[src/rtl/bus_token_arbiter.sv]
module bus_token_arbiter #(
  parameter int NPROC       = 4,
  parameter int INIT_CYCLES = 2
) (
  input  logic             clk,
  input  logic             rst_n,
  input  logic             rotate,
  input  logic [NPROC-1:0] req_n,
  output logic [NPROC-1:0] yield_n
);
  localparam int IW = (NPROC > 1) ? $clog2(NPROC) : 1;
  localparam int CW = $clog2(INIT_CYCLES + 2);

  logic [CW-1:0]    init_cnt;
  logic             ready;
  logic [IW-1:0]    owner;
  logic             granted;
  logic [NPROC-1:0] want;
  logic             owner_busy;
  logic             found;
  logic [IW-1:0]    pick;

  assign ready      = (init_cnt == CW'(INIT_CYCLES));
  assign want       = ~req_n;
  assign owner_busy = granted && want[owner];

  function automatic logic [IW-1:0] slot(input logic rot, input logic [IW-1:0] own, input int k);
    int raw;
    raw = rot ? (int'(own) + 1 + k) % NPROC : k;
    return IW'(raw);
  endfunction

  always_comb begin
    found = 1'b0;
    pick  = owner;
    for (int k = 0; k < NPROC; k++) begin
      if (!found && want[slot(rotate, owner, k)]) begin
        found = 1'b1;
        pick  = slot(rotate, owner, k);
      end
    end
  end

  always_ff @(posedge clk or negedge rst_n) begin
    if (!rst_n) begin
      init_cnt <= '0;
      owner    <= '0;
      granted  <= 1'b0;
    end else if (!ready) begin
      init_cnt <= init_cnt + 1'b1;
    end else if (!owner_busy && found) begin
      owner   <= pick;
      granted <= 1'b1;
    end
  end

  always_comb begin
    yield_n = '0;
    if (granted) yield_n[owner] = 1'b1;
  end

  a_r1_single_owner: assert property (@(posedge clk) disable iff (!rst_n)
    $onehot0(yield_n));

  a_r3_init_quiet: assert property (@(posedge clk) disable iff (!rst_n)
    !ready |-> (yield_n == '0));

  a_r6_no_preempt: assert property (@(posedge clk) disable iff (!rst_n)
    (|(yield_n & ~req_n)) |=> $stable(yield_n));

  a_r7_parked: assert property (@(posedge clk) disable iff (!rst_n)
    (&req_n) |=> $stable(yield_n));

  a_r5_grant_from_request: assert property (@(posedge clk) disable iff (!rst_n)
    (|(yield_n & ~$past(yield_n))) |-> (|(yield_n & ~$past(req_n))));
endmodule

[config.mk]
export PLATFORM = sky130hd
export DESIGN_NAME = bus_token_arbiter
export DESIGN_NICKNAME = d
export VERILOG_FILES = /design/src/rtl/bus_token_arbiter.sv
export SDC_FILE = /design/constraint.sdc
export NUM_CORES = 1
export LEC_CHECK = 0
export ABC_AREA = 0
export BUFFER_PORTS_ARGS = -buffer_cell sky130_fd_sc_hd__buf_4
export CORE_AREA = 2 2 39 41
export DETAILED_ROUTE_END_ITERATION = 10
export DIE_AREA = 0 0 41 43
export HOLD_SLACK_MARGIN = 0.08
export PLACE_DENSITY = 0.69
export REMOVE_ABC_BUFFERS = 1
export SYNTH_ARGS = -nofsm -noshare
export SYNTH_HDL_FRONTEND = slang
export SYNTH_SLANG_ARGS = --single-unit
[constraint.sdc]
create_clock -name clk -period 4.5 [get_ports clk]
set_input_delay 0.9 -clock clk [delete_from_list [all_inputs] [get_ports clk]]
set_output_delay 0.9 -clock clk [all_outputs]
set_load 0.02 [all_outputs]
==> run metrics <==
share of layout cells above drive strength 1=31.6%; fin nets=92; vias in the first global route=531; reg2reg end=owner[1]$_DFFE_PN0P_; Fillers=134; Tcrit/Tclk final=53.8%; worst vdd ir=0.204 mV; Critical Path, Cell by Cell=inv_1 -> ha_1 -> and2_1 -> buf_4; FF-to-FF Start=owner[0]$_DFFE_PN0P_; Detailed Routing Iterations Pass 1=4; Mapped Cells=66; Max stage delay on crit path=0.65 ns; initial core utilization=44.9%; clk_lat worst skew=0.24 ns; port bufs=10; H-tree levels=1; CTS root buf=clkbuf_4; MaxCap Viol Count=0; DIE HEIGHT=43 um; Mapped Area=622 um2; Vias/cell=5.44; dpl hpwl=934 um; Yosys top cell area share=20.1%; CTS max path bufs=2; syn avg cell area=9.42 um2; post-cts gate resize count=0; fin area=732 um2; Max Transition Viols Final=0; ranking of synthesized cells by area=dfrtp_1 (20%), ha_1 (10%), nand2_1 (5.4%); final wirelength=1210 um; Final GP Congestion=0.836; clk_skew=0.00495 ns; number of enable flip-flop cells after synthesis=0; slowest stage cell, crit path=dfrtp_1; most common cell after layout, fill and taps aside=buf_4; Final Hold Viols=0; vias=517; CP Class=flop to primary output; Die ar.=0.00176 mm2; setup violators final=0; initial antenna violation count=0; Die W=41 um; status=finished clean; post-CTS setup buffer count=0; area grow syn2layout=17.7%; Final min period=2.42 ns; Crit. End Element=primary output; core area=0.00138 mm2; DP Area=706 um2; cell count after placement=91; maximum fanout along the worst path=17; global-route wire length before repair=2170 um; CP Data Arrival Time=1.52 ns; Least-Margin Pin Slew=0.506 ns; non-filler instance count after layout=95; DR WL/cell=12.8 um; Critical Path Source=owner[0]$_DFFE_PN0P_; R2R depth=8; Synth Flop Type=dfrtp_1; Hold Buf Count CTS=0; clock sink total=5; Startpoint Class=flop; FFs w/ async S/R, synth=100%; Buf+Inv Stages, Crit Path=2; cts bufs inserted=3; distinct cell type count after synthesis=36; remaining global-route overflow=0; Max-slew headroom=66.3%; synthesis-stage register bit count=5; # diodes=0; CP top delay family=flip-flops; critical path required time=3.60 ns; total negative setup slack=0 ns; power per cell area=550 mW/mm2; # DRC=0; ANT nets after route=0; sequential area share after synthesis=20.1%; # rows=14; RSZ-0062 raised after global routing=no; CTS clk-pin slew, worst paths=0.05 ns; Leak=0.334 nW; gr usage total=17.6%; largest net degree at the start of global routing=18; yosys warns=0; Hold Path Class=input port to asynchronous set/reset pin; post-synth top area cell=dfrtp_1; I/O pins=11; CTS tree=built; commonest cells after routing, fill and taps aside=buf_4 (10), nand2_1 (9), inv_1 (8); initial drt markers=11; fmax=413 MHz; internal reg-to-reg setup slack=2.31 ns
## per-stage QoR
step	util, %	total power [mW]	setup slack, ns	hold WS, ns
4_1_cts	52.9	0.406	2.06	0.451
2_1_floorplan	-	0.282	2.38	0.437
5_1_grt	52.9	0.446	1.94	0.445
3_3_place_gp	51.0	0.350	2.18	0.455
3_5_place_dp	51.0	0.352	2.16	0.460
6_report	52.9	0.403	2.08	0.453
## Yosys cell counts (2+ instances only)
cell type,n
and2_1,5
dfrtp_1,5
ha_1,5
inv_1,8
nand2_1,9
o211ai_1,3
o21ai_0,2
## power breakdown
| group | internal (mW) | total, mW | switching (mW) |
|---|---|---|---|
| Sequential | 0.0546 | 0.0916 | 0.0371 |
| Clock | 0.0335 | 0.0508 | 0.0173 |
| Combinational | 0.130 | 0.260 | 0.130 |
## worst reg2reg max path, stage by stage, from the launching register on
cell and delay, ns:
dfrtp_1 0.65, inv_1 0.14, ha_1 0.35, nor4b_1 0.31, a31oi_1 0.10, nand2_1 0.12
and3_1 0.19, o211a_1 0.17, a211oi_2 0.04
## how the worst max path moves through the flow
stage	slack (ns)	cells after the start	to
after floorplan	2.38	6	owner[1]$_DFFE_PN0P_
after detailed placement	2.16	7	owner[0]$_DFFE_PN0P_
final	2.08	4	yield_n[2]
after CTS	2.06	4	yield_n[2]
after global routing	1.94	4	yield_n[2]
after global placement	2.18	7	owner[0]$_DFFE_PN0P_
## cells by family after synthesis
| family | after synthesis | share of synthesized area [%] |
|---|---|---|
| AOI/OAI and AO/OA | 19 | 30.4 |
| xor gates and xnor gates | 1 | 1.41 |
| adders and majority gates | 5 | 10.1 |
| buffers and inverters | 9 | 6.64 |
| DFF | 5 | 20.1 |
| muxes | 3 | 8.45 |
| and+or+nand+nor | 24 | 22.9 |
## layer usage
metal,routed length (um),global-route usage [%]
met5,0,0
met4,14,4.00
met3,26,4.71
met2,627,30.3
met1,543,20.5
## layout make-up
class | count | area (um2) | share of cell area, %
Tap cell | 16 | 20.0 | 2.74
Inverter | 8 | 30.0 | 4.10
Timing Repair Buffer | 10 | 75.1 | 10.3
Sequential cell | 5 | 125 | 17.1
Clock buffer | 4 | 26.3 | 3.59
Multi-Input combinational cell | 52 | 455 | 62.2
## sequential cells by signal (all words and copies together) (netlist names)
name	flops
granted	1
init_cnt	2
owner	2
Note: power is estimated with default switching activity, not from simulation.
